## src/rtl/sfg_pkg.sv

```systemverilog
package sfg_pkg;
  typedef enum logic [1:0] {
    ST_IDLE  = 2'd0,
    ST_SETUP = 2'd1,
    ST_LINE  = 2'd2,
    ST_TRANS = 2'd3
  } sfg_state_e;
endpackage

```

## src/rtl/sfg_shadow.sv

```systemverilog
module sfg_shadow #(
  parameter int ROW_W = 10,
  parameter int COL_W = 11,
  parameter int INT_W = 20
) (
  input  logic             clk_i,
  input  logic             rst_ni,
  input  logic             load_i,
  input  logic [ROW_W-1:0] row_start_i,
  input  logic [ROW_W-1:0] win_height_i,
  input  logic [COL_W-1:0] col_start_i,
  input  logic [COL_W-1:0] win_width_i,
  input  logic [INT_W-1:0] integ_time_i,
  input  logic             pixel_mode_i,
  output logic [ROW_W-1:0] row_start_o,
  output logic [ROW_W-1:0] win_height_o,
  output logic [COL_W-1:0] col_start_o,
  output logic [COL_W-1:0] win_width_o,
  output logic [INT_W-1:0] integ_time_o,
  output logic             pixel_mode_o
);
  always_ff @(posedge clk_i or negedge rst_ni) begin
    if (!rst_ni) begin
      row_start_o  <= '0;
      win_height_o <= '0;
      col_start_o  <= '0;
      win_width_o  <= '0;
      integ_time_o <= '0;
      pixel_mode_o <= 1'b0;
    end else if (load_i) begin
      row_start_o  <= row_start_i;
      win_height_o <= win_height_i;
      col_start_o  <= col_start_i;
      win_width_o  <= win_width_i;
      integ_time_o <= integ_time_i;
      pixel_mode_o <= pixel_mode_i;
    end
  end
endmodule

```

## src/rtl/sfg_geom.sv

```systemverilog
module sfg_geom #(
  parameter int ARRAY_W = 1024,
  parameter int ARRAY_H = 314,
  parameter int ROW_W   = 10,
  parameter int COL_W   = 11,
  parameter int INT_W   = 20,
  parameter int GAP_W   = 31
) (
  input  logic [ROW_W-1:0] row_start_i,
  input  logic [ROW_W-1:0] win_height_i,
  input  logic [INT_W-1:0] integ_time_i,
  input  logic             pixel_mode_i,
  output logic [ROW_W-1:0] eff_height_o,
  output logic [GAP_W-1:0] gap_o
);
  localparam int WW = INT_W + ROW_W + COL_W + 1;

  logic [WW-1:0] rs_w, h_w, top_w, eff_w, scaled_w, integ_w, diff_w;

  always_comb begin
    rs_w    = WW'(row_start_i);
    h_w     = WW'(win_height_i);
    integ_w = WW'(integ_time_i);
    top_w   = rs_w + h_w + WW'(1);
    // clip window to the array
    if (WW'(ARRAY_H) > top_w)             eff_w = h_w;
    else if (WW'(ARRAY_H) > rs_w + WW'(1)) eff_w = WW'(ARRAY_H) - rs_w - WW'(1);
    else                                  eff_w = '0;
    scaled_w = pixel_mode_i ? eff_w * WW'(ARRAY_W) : eff_w;
    diff_w   = (integ_w > scaled_w) ? integ_w - scaled_w : '0;
    gap_o    = pixel_mode_i ? GAP_W'(diff_w) : GAP_W'(diff_w * WW'(ARRAY_W));
    eff_height_o = eff_w[ROW_W-1:0];
  end
endmodule

```

## src/rtl/sfg_seq.sv

```systemverilog
module sfg_seq
  import sfg_pkg::*;
#(
  parameter int ARRAY_W = 1024,
  parameter int ROW_W   = 10,
  parameter int COL_W   = 11,
  parameter int GAP_W   = 31
) (
  input  logic             clk_i,
  input  logic             rst_ni,
  input  logic             enable_i,
  input  logic [ROW_W-1:0] eff_height_i,
  input  logic [GAP_W-1:0] gap_i,
  output logic             load_o,
  output sfg_state_e       state_o,
  output logic [COL_W-1:0] col_o,
  output logic [ROW_W-1:0] line_o
);
  localparam logic [COL_W-1:0] COL_LAST = COL_W'(ARRAY_W - 1);

  sfg_state_e       state_q;
  logic [COL_W-1:0] col_q;
  logic [ROW_W-1:0] line_q;
  logic [GAP_W-1:0] gap_q;

  assign load_o = enable_i &&
                  ((state_q == ST_IDLE) || (state_q == ST_TRANS && gap_q == '0));

  always_ff @(posedge clk_i or negedge rst_ni) begin
    if (!rst_ni) begin
      state_q <= ST_IDLE;
      col_q   <= '0;
      line_q  <= '0;
      gap_q   <= '0;
    end else if (!enable_i) begin
      state_q <= ST_IDLE;
      col_q   <= '0;
      line_q  <= '0;
      gap_q   <= '0;
    end else begin
      unique case (state_q)
        ST_IDLE: begin
          state_q <= ST_SETUP;
          col_q   <= '0;
        end
        ST_SETUP: begin
          if (col_q == COL_LAST) begin
            col_q  <= '0;
            line_q <= '0;
            if (eff_height_i == '0) begin
              state_q <= ST_TRANS;
              gap_q   <= gap_i;
            end else begin
              state_q <= ST_LINE;
            end
          end else begin
            col_q <= col_q + COL_W'(1);
          end
        end
        ST_LINE: begin
          if (col_q == COL_LAST) begin
            col_q <= '0;
            if (line_q == eff_height_i - ROW_W'(1)) begin
              state_q <= ST_TRANS;
              gap_q   <= gap_i;
            end else begin
              line_q <= line_q + ROW_W'(1);
            end
          end else begin
            col_q <= col_q + COL_W'(1);
          end
        end
        ST_TRANS: begin
          if (gap_q == '0) begin
            state_q <= ST_SETUP;
            col_q   <= '0;
          end else begin
            gap_q <= gap_q - GAP_W'(1);
          end
        end
        default: state_q <= ST_IDLE;
      endcase
    end
  end

  assign state_o = state_q;
  assign col_o   = col_q;
  assign line_o  = line_q;
endmodule

```

## src/rtl/sfg_decode.sv

```systemverilog
module sfg_decode
  import sfg_pkg::*;
#(
  parameter int HS_LEN = 16,
  parameter int ROW_W  = 10,
  parameter int COL_W  = 11
) (
  input  sfg_state_e       state_i,
  input  logic [COL_W-1:0] col_i,
  input  logic [ROW_W-1:0] line_i,
  input  logic [ROW_W-1:0] row_start_i,
  input  logic [COL_W-1:0] col_start_i,
  input  logic [COL_W-1:0] win_width_i,
  output logic             vsync_o,
  output logic             hsync_o,
  output logic             dvalid_o,
  output logic [ROW_W-1:0] row_o,
  output logic [COL_W-1:0] col_o,
  output logic             odd_line_o
);
  logic             in_line;
  logic [COL_W:0]   col_end;

  always_comb begin
    in_line    = (state_i == ST_LINE);
    col_end    = {1'b0, col_start_i} + {1'b0, win_width_i};
    vsync_o    = (state_i == ST_SETUP);
    hsync_o    = in_line && (col_i < COL_W'(HS_LEN));
    dvalid_o   = in_line && (col_i >= col_start_i) && ({1'b0, col_i} < col_end);
    row_o      = in_line ? row_start_i + line_i : '0;
    odd_line_o = in_line && line_i[0];
    col_o      = (state_i == ST_SETUP || in_line) ? col_i : '0;
  end
endmodule

```

## src/rtl/sfg_frame_timer.sv

```systemverilog
module sfg_frame_timer
  import sfg_pkg::*;
#(
  parameter  int ARRAY_W = 1024,
  parameter  int ARRAY_H = 314,
  parameter  int HS_LEN  = 16,
  parameter  int INT_W   = 20,
  localparam int COL_W   = $clog2(ARRAY_W) + 1,
  localparam int ROW_W   = $clog2(ARRAY_H) + 1,
  localparam int GAP_W   = INT_W + COL_W
) (
  input  logic             clk_i,
  input  logic             rst_ni,
  input  logic             enable_i,
  input  logic [ROW_W-1:0] row_start_i,
  input  logic [ROW_W-1:0] win_height_i,
  input  logic [COL_W-1:0] col_start_i,
  input  logic [COL_W-1:0] win_width_i,
  input  logic [INT_W-1:0] integ_time_i,
  input  logic             pixel_mode_i,
  output logic             vsync_o,
  output logic             hsync_o,
  output logic             dvalid_o,
  output logic [ROW_W-1:0] row_o,
  output logic [COL_W-1:0] col_o,
  output logic             odd_line_o
);
  logic             load;
  logic [ROW_W-1:0] sh_row_start, sh_height, eff_height, line;
  logic [COL_W-1:0] sh_col_start, sh_width, col_cnt;
  logic [INT_W-1:0] sh_integ;
  logic             sh_pix_mode;
  logic [GAP_W-1:0] gap;
  sfg_state_e       state;

  sfg_shadow #(.ROW_W(ROW_W), .COL_W(COL_W), .INT_W(INT_W)) i_shadow (
    .clk_i, .rst_ni, .load_i(load),
    .row_start_i, .win_height_i, .col_start_i, .win_width_i,
    .integ_time_i, .pixel_mode_i,
    .row_start_o(sh_row_start), .win_height_o(sh_height),
    .col_start_o(sh_col_start), .win_width_o(sh_width),
    .integ_time_o(sh_integ), .pixel_mode_o(sh_pix_mode)
  );

  sfg_geom #(
    .ARRAY_W(ARRAY_W), .ARRAY_H(ARRAY_H), .ROW_W(ROW_W),
    .COL_W(COL_W), .INT_W(INT_W), .GAP_W(GAP_W)
  ) i_geom (
    .row_start_i(sh_row_start), .win_height_i(sh_height),
    .integ_time_i(sh_integ), .pixel_mode_i(sh_pix_mode),
    .eff_height_o(eff_height), .gap_o(gap)
  );

  sfg_seq #(.ARRAY_W(ARRAY_W), .ROW_W(ROW_W), .COL_W(COL_W), .GAP_W(GAP_W)) i_seq (
    .clk_i, .rst_ni, .enable_i,
    .eff_height_i(eff_height), .gap_i(gap),
    .load_o(load), .state_o(state), .col_o(col_cnt), .line_o(line)
  );

  sfg_decode #(.HS_LEN(HS_LEN), .ROW_W(ROW_W), .COL_W(COL_W)) i_decode (
    .state_i(state), .col_i(col_cnt), .line_i(line),
    .row_start_i(sh_row_start), .col_start_i(sh_col_start), .win_width_i(sh_width),
    .vsync_o, .hsync_o, .dvalid_o, .row_o, .col_o, .odd_line_o
  );
endmodule

```

## config.mk

```make
export PLATFORM = sky130hd
export DESIGN_NAME = sfg_frame_timer
export DESIGN_NICKNAME = d
export VERILOG_FILES = /design/src/rtl/sfg_pkg.sv /design/src/rtl/sfg_shadow.sv /design/src/rtl/sfg_geom.sv /design/src/rtl/sfg_seq.sv /design/src/rtl/sfg_decode.sv /design/src/rtl/sfg_frame_timer.sv
export SDC_FILE = /design/constraint.sdc
export NUM_CORES = 1
export LEC_CHECK = 0
export ABC_CLOCK_PERIOD_IN_PS = 8100
export BUFFER_PORTS_ARGS = -buffer_cell sky130_fd_sc_hd__buf_2
export CORE_MARGIN = 2
export CORE_UTILIZATION = 49
export CTS_CLUSTER_DIAMETER = 200
export DETAILED_ROUTE_END_ITERATION = 10
export GPL_ROUTABILITY_DRIVEN = 1
export PLACE_DENSITY_LB_ADDON = 0.12
export SYNTH_ARGS = -nofsm -noshare
export SYNTH_HDL_FRONTEND = slang
export SYNTH_SLANG_ARGS = --single-unit
```

## constraint.sdc

```tcl
create_clock -name clk_i -period 8.1 [get_ports clk_i]
set_input_delay 0.405 -clock clk_i [delete_from_list [all_inputs] [get_ports clk_i]]
set_output_delay 0.405 -clock clk_i [all_outputs]
set_load 0.005 [all_outputs]
```

# Word level (Yosys, flattened, before mapping)
# Index checks and enable logic that the tools add are counted.
[word_totals] reg_bits=117 latchBits=0 ramBits=0 rom_bits=0 input_bits=66 out_inout_bits=25 elab_cells=87 memories=0
[op_classes] n_addsub=12 n_mul=0 div_mod_pow=0 order_cmp=6 eq_ne=14 shifts=0 n_mux=30 n_bitwise=0 reduce_logical=15
[ops] op="31-bit two-way mux" count=8
[ops] op="42-bit two-way mux" count=3
[ops] op="31-bit one-hot mux with 3 select lines" count=1
[ops] op="9-bit by 42-bit greater-than comparator with 1-bit output (first input constant)" count=2
[ops] op="10-bit two-way mux" count=5
[ops] op="11-bit two-way mux" count=4
[ops] op="42-bit by 1-bit adder with 42-bit output (second input constant)" count=1
[ops] op="20-bit by 42-bit greater-than comparator with 1-bit output" count=1
[ops] op="42-bit by 1-bit subtractor with 42-bit output (second input constant)" count=1
[ops] op="11-bit one-hot mux with 3 select lines" count=1
[ops] op="31-bit zero test" count=1
[ops] op="20-bit by 31-bit subtractor with 31-bit output" count=1
[ops] op="31-bit by 1-bit subtractor with 31-bit output (second input constant)" count=1
[ops] op="10-bit one-hot mux with 2 select lines" count=1
[ops] op="3-bit inequality test (second input constant)" count=5
[ops] op="11-bit by 11-bit adder with 12-bit output" count=1
[ops] op="11-bit by 12-bit < comparator with 1-bit output" count=1
[ops] op="10-bit by 1-bit adder with 11-bit output (second input constant)" count=1
[ops] op="10-bit by 10-bit adder with 11-bit output" count=1
[ops] op="11-bit by 1-bit adder with 11-bit output (second input constant)" count=1
[ops] op="11-bit by 10-bit == test with 1-bit output (second input constant)" count=1
[ops] op="11-bit greater-or-equal comparator" count=1
[ops] op="11-bit by 5-bit < comparator with 1-bit output (second input constant)" count=1
[ops] op="9-bit by 10-bit subtractor with 11-bit output (first input constant)" count=1
[ops] op="19 further kinds" count=32

# Depth between registers and ports, before layout
# Gate-level depths: netlist of run 1.
[logic_depth] ltp_word=12 ltp_mapped=28 mapped_depth_nobuf=26

# Hierarchy
# Synthesis of run 1 repeated with hierarchy kept, for this count alone.
[unflattened] hier_cells=1207 hier_area_um2=10747.8
[modules_own_cells] mod="sfg_seq" instances=1 cells_each=485 area_each_um2=3975.1 seq_area_each_um2=1351.3
[modules_own_cells] mod="sfg_geom" instances=1 cells_each=401 area_each_um2=2690.1 seq_area_each_um2=0.0
[modules_own_cells] mod="sfg_shadow" instances=1 cells_each=133 area_each_um2=2642.5 seq_area_each_um2=1576.5
[modules_own_cells] mod="sfg_decode" instances=1 cells_each=188 area_each_um2=1440.1 seq_area_each_um2=0.0

# Worst setup path after synthesis of run 1
# OpenSTA, ideal clock, no wires.
[synth_timing] kind="reg2reg" start="register i_shadow.row_start_o[0]" end="register i_seq.gap_q[18]" setup_time_ns=0.066 t_arrival_ns=6.860 t_required_ns=8.034 setup_slack_ns=1.174 path_stages_with_launch=27 n_path_buf=3 synth_period_minus_slack_ns=6.926 cell_sequence="dfrtp_1 -> ha_1 -> fa_1 -> a21o_1 -> a22oi_1 -> mux2_2 -> a221oi_1 -> o221ai_1 -> clkbuf_1 -> a21oi_1 -> clkbuf_1 -> clkbuf_1 -> a31oi_1 -> ha_1 -> and3_1 -> and3_1 -> nor2b_1 -> a221oi_1 -> nand2b_1 -> a2111o_1 -> a311oi_2 -> nand3_1 -> a21oi_2 -> inv_1 -> o21a_1 -> a311o_1 -> o2bb2a_1"
[synth_via] elab_chain_cells=12 word_cells_on_any_way=26 classes_between="add/sub: 7; order compare: 3; eq/ne: 3; mux: 11; reduce/logical: 2"
[synth_rtl] element="from (decl)" line="sfg_shadow.sv:15" text="output logic [ROW_W-1:0] row_start_o,"
[synth_rtl] element="from (signal assigned)" line="sfg_shadow.sv:31" text="row_start_o <= row_start_i;"
[synth_rtl] element="10-bit by 10-bit adder with 11-bit output, or another cell as far along" line="sfg_geom.sv:24" text="top_w = rs_w + h_w + WW'(1);"
[synth_rtl] element="42-bit by 1-bit adder with 42-bit output, or another cell as far along" line="sfg_geom.sv:24"
[synth_rtl] element="9-bit by 42-bit greater-than comparator with 1-bit output / 42-bit two-way mux (equally long branches)" line="sfg_geom.sv:26, sfg_geom.sv:27"
[synth_rtl] element="42-bit two-way mux (*)" line="sfg_geom.sv:26" text="if (WW'(ARRAY_H) > top_w) eff_w = h_w;"
[synth_rtl] element="42-bit two-way mux" line="sfg_geom.sv:29" text="scaled_w = pixel_mode_i ? eff_w * WW'(ARRAY_W) : eff_w;"
[synth_rtl] element="20-bit by 42-bit greater-than comparator with 1-bit output / 20-bit by 31-bit subtractor with 31-bit output (equally long branches)" line="sfg_geom.sv:30" text="diff_w = (integ_w > scaled_w) ? integ_w - scaled_w : '0;"
[synth_rtl] element="31-bit two-way mux" line="sfg_geom.sv:30"
[synth_rtl] element="31-bit two-way mux" line="sfg_geom.sv:31" text="gap_o = pixel_mode_i ? GAP_W'(diff_w) : GAP_W'(diff_w * WW'(ARRAY_W));"
[synth_rtl] element="31-bit two-way mux (on tied branches)" line="sfg_seq.sv:63, sfg_seq.sv:50"
[synth_rtl] element="31-bit two-way mux (on tied branches)" line="sfg_seq.sv:61, sfg_seq.sv:47"
[synth_rtl] element="31-bit one-hot mux with 3 select lines" line="sfg_seq.sv:41" text="unique case (state_q)"
[synth_rtl] element="31-bit two-way mux" line="sfg_seq.sv:35" text="end else if (!enable_i) begin"
[synth_rtl] element="to (signal assigned)" line="sfg_seq.sv:52" text="gap_q <= gap_i;"
[synth_rtl] element="to (signal assigned)" line="sfg_seq.sv:65" text="gap_q <= gap_i;"
[synth_rtl] element="to (signal assigned)" line="sfg_seq.sv:78" text="gap_q <= gap_q - GAP_W'(1);"
[synth_rtl] element="to (decl)" line="sfg_seq.sv:24" text="logic [GAP_W-1:0] gap_q;"
# Mark *: on every way between the ends. The rest lies on a longest branch, timed or not. The select of a mux whose other input is x is not followed.
# A chain may end at the register's enable or synchronous reset.

# Worst setup path in the final report of run 1
# Same ends and word-level chain as after synthesis.

==> run summary, run 1 <==
Worst Hold Class: primary input to async pin
Die area: 23100 sq um
Top-level I/O count: 91
Tcrit/Tclk final: 0.929
Crit-path slowest cell: mux2i_1
Final hold violations: 0
Distinct cell type count after synthesis: 84
CTS clk-pin slew, worst paths: 0.06 ns
Syn nets: 1428
R2R depth: 26
Crit path depth: 26
Initial cell density of the core: 0.495
Area contributors post-synth: dfrtp_1 27%, ha_1 10%, mux2_2 5.4%
Largest net degree at the start of global routing: 65
CP Launch Type: register
Rel. slew slack: 0.197
Primary FF master, synth: dfrtp_1
Synthesized flop and latch total: 117
Reg-to-reg slack, setup: 0.57 ns
Post-synthesis sequential area ratio: 0.273
Actual slew at the worst max-slew pin: 1.20 ns
Row Count: 54
Clock Tree Root: clkbuf_16
Core box area: 21700 sq um
Worst Path Arrival: 7.90 ns
FMAX: 0.133 GHz
Max-slew violations: 0
CP Capture Point: i_seq.gap_q[18]
Hold buffers post-CTS: 0
Initial antenna violation count: 0
Fin nets: 1494
Wire per inst: 18.4 um
Post-layout min period: 7.53 ns
Syn-to-layout area delta: 11.9%
Post-synth ARST share: 1.00
Synth warn: 0
N_diodes: 0
Synth Cell Area: 10700 sq um
Post-placement cell count: 1596
Dpl cell area: 11400 sq um
Crit end category: register
Cell taking the most area after synthesis: dfrtp_1
DRC: 0
TritonCTS Buffers: 17
Cell family with most CP delay: compound AO/OA/AOI/OAI gates
Max Buffers Root-to-Sink: 2
Buffer count from post-CTS setup fixing: 0
Post-Syn Instances: 1269
Iteration-0 DRC Markers: 738
Status: finished, final reports clean
Crit path kind: register to register
Final instance area: 12000 sq um
First-pass GRT wire length: 49400 um
Die H: 152 um
Final HPWL DP: 21800 um
CTS tree: yes
Critical R2R Launch: i_shadow.row_start_o[0]
Non-Filler Instances: 1628
Port Buffer Count: 90
Tot GR Track Use: 0.260
Clock sink count: 117
Final core utilization: 0.554
Antenna-violating nets left: 0
EDFF count, synth: 0
DRT Wirelength: 29900 um
Layout Skew: 0.0113 ns
Worst path required time: 8.47 ns
Worst-path maximum fanout: 16
Placer Congestion: 0.954
Via Count: 10013
Vias/cell: 6.15
Share of layout cells above drive strength 1: 0.162
Skew-Pair Late Insertion Delay: 0.44 ns
Mean post-synth cell area: 8.45 sq um
H-tree lvl count: 4
Unrepaired setup endpoints after global routing: false
Crit path largest cell delay: 0.61 ns
RR Endpoint: i_seq.gap_q[18]
Number of global-route vias before repair: 9409
Final setup fails: 0
Die Wd: 152 um
CTS resizes: 0
CP bufs+invs: 1
DRT Pass-1 Iters: 7
Max-cap violations: 0
Setup tns final: 0 ns
Overflow after GRT: 0
Post-synth top area share: 0.273
CP startpoint: i_shadow.row_start_o[0]
==> placed cells by master, fill, tap and decap left out, types with 7 or more instances in the layout <==
master	instances
nor4_1	10
mux2_2	51
a22oi_1	7
a31oi_1	18
nor2b_1	23
and3_1	21
a211oi_1	10
mux2i_1	18
buf_2	89
o31ai_1	12
o21a_1	14
a21oi_1	92
inv_1	53
o211ai_1	15
nand3_1	40
nor3_1	25
nor2_1	99
or2_2	10
o22ai_1	14
o21ai_1	7
nor3b_1	10
a221oi_1	10
nand2b_1	16
nand4_1	21
dfrtp_1	117
or3_1	11
nand3b_1	8
a21boi_0	8
buf_4	17
ha_1	89
o21ai_0	72
clkbuf_16	17
and2_1	28
nand2_1	84
o21bai_1	17
xor2_1	21
xnor2_1	42
a21o_1	24
==> logic make-up after synthesis <==
logic type | count (synthesis) | synth area share
buf+inv | 113 | 0.0417
mux | 69 | 0.0703
compound gates | 374 | 0.232
flops | 117 | 0.273
simple gates | 439 | 0.218
fa+ha+maj | 93 | 0.111
xor+xnor | 64 | 0.0535
==> synthesized netlist by cell type, drive strengths merged, types with 18 or more instances <==
cell type,count
xnor2,42
and2,28
nor2,101
ha,89
mux2,51
xor2,21
buf,18
nand4,21
inv,53
nor3,25
a21oi,93
dfrtp,117
nor2b,23
clkbuf,41
mux2i,18
and3,21
a21o,24
o21ai,79
nand3,41
nand2,84
a31oi,19
==> per-stage QoR <==
step / hold WS, ns / worst slack (ns)
after floorplan: 0.109 / 1.17
after global placement: 0.486 / 0.942
after detailed placement: 0.494 / 0.836
after CTS: 0.117 / 0.723
after global routing: 0.163 / 0.0672
final: 0.0892 / 0.573
==> how the worst min path moves through the flow <==
stage                                end       startpoint  slack, ns
2_1_floorplan             i_seq.col_o[0]           rst_ni       0.11
3_3_place_gp             i_seq.gap_q[28]  i_seq.gap_q[28]       0.49
3_5_place_dp             i_seq.gap_q[26]  i_seq.gap_q[26]       0.49
4_1_cts         i_shadow.integ_time_o[2]           rst_ni       0.12
5_1_grt        i_shadow.integ_time_o[12]           rst_ni       0.16
6_report        i_shadow.integ_time_o[4]           rst_ni       0.09
==> worst reg2reg max path: stages (launching register included) <==
cell      delay [ns]
dfrtp_1         0.56
ha_1            0.33
fa_1            0.44
a21o_1          0.25
a22oi_1         0.34
mux2_2          0.38
a221oi_1        0.32
o221ai_1        0.21
nand2_1         0.21
mux2i_1         0.61
nor2_1          0.09
a31oi_1         0.25
ha_1            0.23
and3_1          0.18
and3_1          0.21
nor2b_1         0.19
a221oi_1        0.14
nand2b_1        0.18
a2111o_1        0.39
a311oi_2        0.21
buf_4           0.21
nand3_1         0.21
nor2_1          0.54
a21oi_1         0.13
o21a_1          0.14
a311o_1         0.30
o2bb2a_1        0.21
==> state kept, by name, summed over array words and instances (netlist names) <==
name,flops
i_shadow.col_start_o,11
i_seq.gap_q,31
i_shadow.win_height_o,10
i_seq.col_o,11
i_shadow.win_width_o,11
i_seq.line_o,10
i_shadow.integ_time_o,20
i_seq.state_o,2
i_shadow.row_start_o,10
i_shadow.pixel_mode_o,1
==> metal layers <==
metal	global-route usage	wire length (um)
met5	0	0
met4	0.104	971
met3	0.0388	1730
met2	0.408	13600
met1	0.360	13700
==> cell type report <==
class	instances	area, sq um
Clock buffer	18	439
Timing Repair Buffer	106	573
Tap cell	280	350
Multi-Input combinational cell	1039	7360
Clock inverter	14	154
Inverter	54	203
Fill cell	2018	9680
Sequential cell	117	2930
Power of run 1 is not shown: default switching activity piles up to over one toggle a cycle in this logic, so the estimate is an artifact.
==> run 2, diff against run 1 <==
--- a/config.mk
+++ b/config.mk
@@ -5,7 +5,7 @@
 export SDC_FILE = /design/constraint.sdc
 export NUM_CORES = 1
 export LEC_CHECK = 0
-export ABC_CLOCK_PERIOD_IN_PS = 8100
+export ABC_CLOCK_PERIOD_IN_PS = 8800
 export BUFFER_PORTS_ARGS = -buffer_cell sky130_fd_sc_hd__buf_2
 export CORE_MARGIN = 2
 export CORE_UTILIZATION = 49
==> constraint.sdc (replaced) <==
create_clock -name clk_i -period 8.8 [get_ports clk_i]
set_input_delay 0.44 -clock clk_i [delete_from_list [all_inputs] [get_ports clk_i]]
set_output_delay 0.44 -clock clk_i [all_outputs]
set_load 0.005 [all_outputs]
==> run 2 against run 1 <==
Critical path depth did not move. Wire length rose by 1.0%. Cell count fell by 0.31%. Global-route usage grew 0.27 points. Non-clock buffer count shrank 5. Hold slack lost 0.0042 ns. Fmax is 7.8% lower. Critical endpoint unchanged. Register-to-register slack improved by 0.06 ns. Via count down 0.58%.
==> run summary, run 2 (same netlist as run 1, synthesis figures left out) <==
Status: finished, final reports clean
Tcrit/Tclk final: 0.928 (-0.00161)
TritonCTS Buffers: 17 (unchanged)
Final HPWL DP: 22200 um (+1.8%)
Crit end category: register
DRT Pass-1 Iters: 6 (-1)
DP Worst Slack: 0.853 ns (+0.0162 ns)
Worst-path maximum fanout: 16 (unchanged)
Final hold violations: 0 (unchanged)
CTS clk-pin slew, worst paths: 0.07 ns (about the same)
R2R depth: 26 (unchanged)
CTS tree: yes
Rel. slew slack: 0.313 (+0.116)
Max Buffers Root-to-Sink: 2 (unchanged)
Clock Tree Root: clkbuf_16
Multi-input gate area: 7360 sq um (unchanged)
Die area: 23100 sq um (unchanged)
Overflow after GRT: 0 (unchanged)
Largest Register: i_seq.gap_q
Number of global-route vias before repair: 9544 (+1.4%)
N_diodes: 0 (unchanged)
Dpl cell area: 11400 sq um (-0.33%)
Syn-to-layout area delta: 11.2%
Initial cell density of the core: 0.495 (unchanged)
Vias/cell: 6.13 (-0.27%)
Die Wd: 152 um (unchanged)
Worst setup margin: 0.637 ns (+0.0637 ns)
Crit path kind: register to register
Final instance area: 11900 sq um (-0.66%)
Layout Skew: 0.0133 ns (+0.00196 ns)
CTS resizes: 0 (unchanged)
FMAX: 0.122 GHz (-7.8%)
Skew-Pair Late Insertion Delay: 0.43 ns (about the same)
Top-level I/O count: 91 (unchanged)
Die H: 152 um (unchanged)
Tot GR Track Use: 0.262 (+0.00270)
Via Count: 9955 (-0.58%)
RR Endpoint: i_seq.gap_q[18]
Fin nets: 1489 (-0.33%)
First-pass GRT wire length: 50000 um (+1.1%)
Largest registers: i_seq.gap_q (31), i_shadow.integ_time_o (20)
Setup tns final: 0 ns (unchanged)
Reg-to-reg slack, setup: 0.64 ns (+0.06 ns)
Port Buffer Count: 90 (unchanged)
Actual slew at the worst max-slew pin: 1.03 ns (-0.177 ns)
Max-slew violations: 0 (unchanged)
Worst Path Arrival: 8.53 ns (+0.63 ns)
Worst Hold Class: primary input to async pin
Share of layout cells above drive strength 1: 0.157 (-0.00461)
Core box area: 21700 sq um (unchanged)
H-tree lvl count: 4 (unchanged)
Max-cap violations: 0 (unchanged)
Critical R2R Launch: i_shadow.row_start_o[0]
Max FFs per register: 31 (unchanged)
Buffer count from post-CTS setup fixing: 0 (unchanged)
Post-layout min period: 8.16 ns (+0.636 ns)
Clock sink count: 117 (unchanged)
Placer Congestion: 0.957 (+0.35%)
CP Launch Type: register
Unrepaired setup endpoints after global routing: false
Hold buffers post-CTS: 0 (unchanged)
Largest net degree at the start of global routing: 61 (-6.2%)
Iteration-0 DRC Markers: 875 (+19%)
Commonest non-fill, non-tap cells in the layout: 117 x dfrtp_1, 99 x nor2_1, 92 x a21oi_1, 89 x ha_1, 89 x buf_2
Wire per inst: 18.6 um (+1.3%)
DRT Wirelength: 30200 um (+1.0%)
Worst path required time: 9.16 ns (+0.69 ns)
Filler cell count: 2079 (+3.0%)
Row Count: 54 (unchanged)
Final setup fails: 0 (unchanged)
Initial antenna violation count: 0 (unchanged)
Most common cell after layout, fill and taps aside: dfrtp_1
DRC: 0 (unchanged)
Seq. cell area: 2930 sq um (unchanged)
Antenna-violating nets left: 0 (unchanged)
## run 2: cell types whose count changed in the layout (fill, tap and decap cells not counted)
cell,change
clkinv_2,+3
clkinv_4,-3
clkbuf_1,+2
bufinv_16,-1
buf_4,-5
clkinvlp_4,-1
## run 2: worst max path at each step
| stage | startpoint | slack (ns) | to | cells after the start |
|---|---|---|---|---|
| finish | i_shadow.row_start_o[0] | 0.64 | i_seq.gap_q[18] | 26 |
| global route | i_shadow.row_start_o[0] | 0.17 | i_seq.gap_q[18] | 26 |
| CTS | i_shadow.row_start_o[0] | 0.76 | i_seq.gap_q[18] | 26 |
| detailed placement | i_shadow.row_start_o[0] | 0.85 | i_seq.gap_q[18] | 26 |
| global placement | i_shadow.row_start_o[0] | 1.12 | i_seq.gap_q[18] | 27 |
| floorplan | i_shadow.row_start_o[0] | 1.87 | i_seq.gap_q[18] | 26 |
## run 2: per-layer routing
layer | vias up | routed length, um | global-route usage
met5 | - | 0 | 0
met4 | 0 | 852 | 0.0899
met3 | 62 | 1460 | 0.0368
met2 | 311 | 13800 | 0.421
met1 | 4756 | 14100 | 0.364
li1 | 4826 | - | -
## run 2: area by class of cell
type / instances / area share
Clock buffer: 20 / 0.0374
Clock inverter: 12 / 0.00881
Inverter: 54 / 0.0170
Multi-Input combinational cell: 1039 / 0.617
Sequential cell: 117 / 0.245
Tap cell: 280 / 0.0294
Timing Repair Buffer: 101 / 0.0449
## run 2: critical path, cell delays in order (launching register included)
cell and delay (ns):
dfrtp_1 0.58, ha_1 0.32, fa_1 0.42, a21o_1 0.24, a22oi_1 0.37, mux2_2 0.38, a221oi_1 0.33, o221ai_1 0.18
buf_4 0.20, nand2_1 0.30, mux2i_1 0.57, nor2_1 0.11, a31oi_1 0.25, ha_1 0.23, and3_1 0.18, and3_1 0.19
nor2b_1 0.14, a221oi_1 0.11, nand2b_1 0.19, a2111o_1 0.40, a311oi_2 0.63, nand3_1 0.36, nor2_1 0.60, a21oi_1 0.14
o21a_1 0.14, a311o_1 0.30, o2bb2a_1 0.22
## run 2: per-stage QoR
step                      hold WS (ns)  std cells   util
final                           0.0850       1623  0.550
after global routing             0.158       1623  0.550
after CTS                        0.113       1623  0.550
after detailed placement         0.493       1591  0.525
after global placement           0.490       1591  0.525
after floorplan                  0.144       1269      -
Power of run 2 is left out for the same reason.
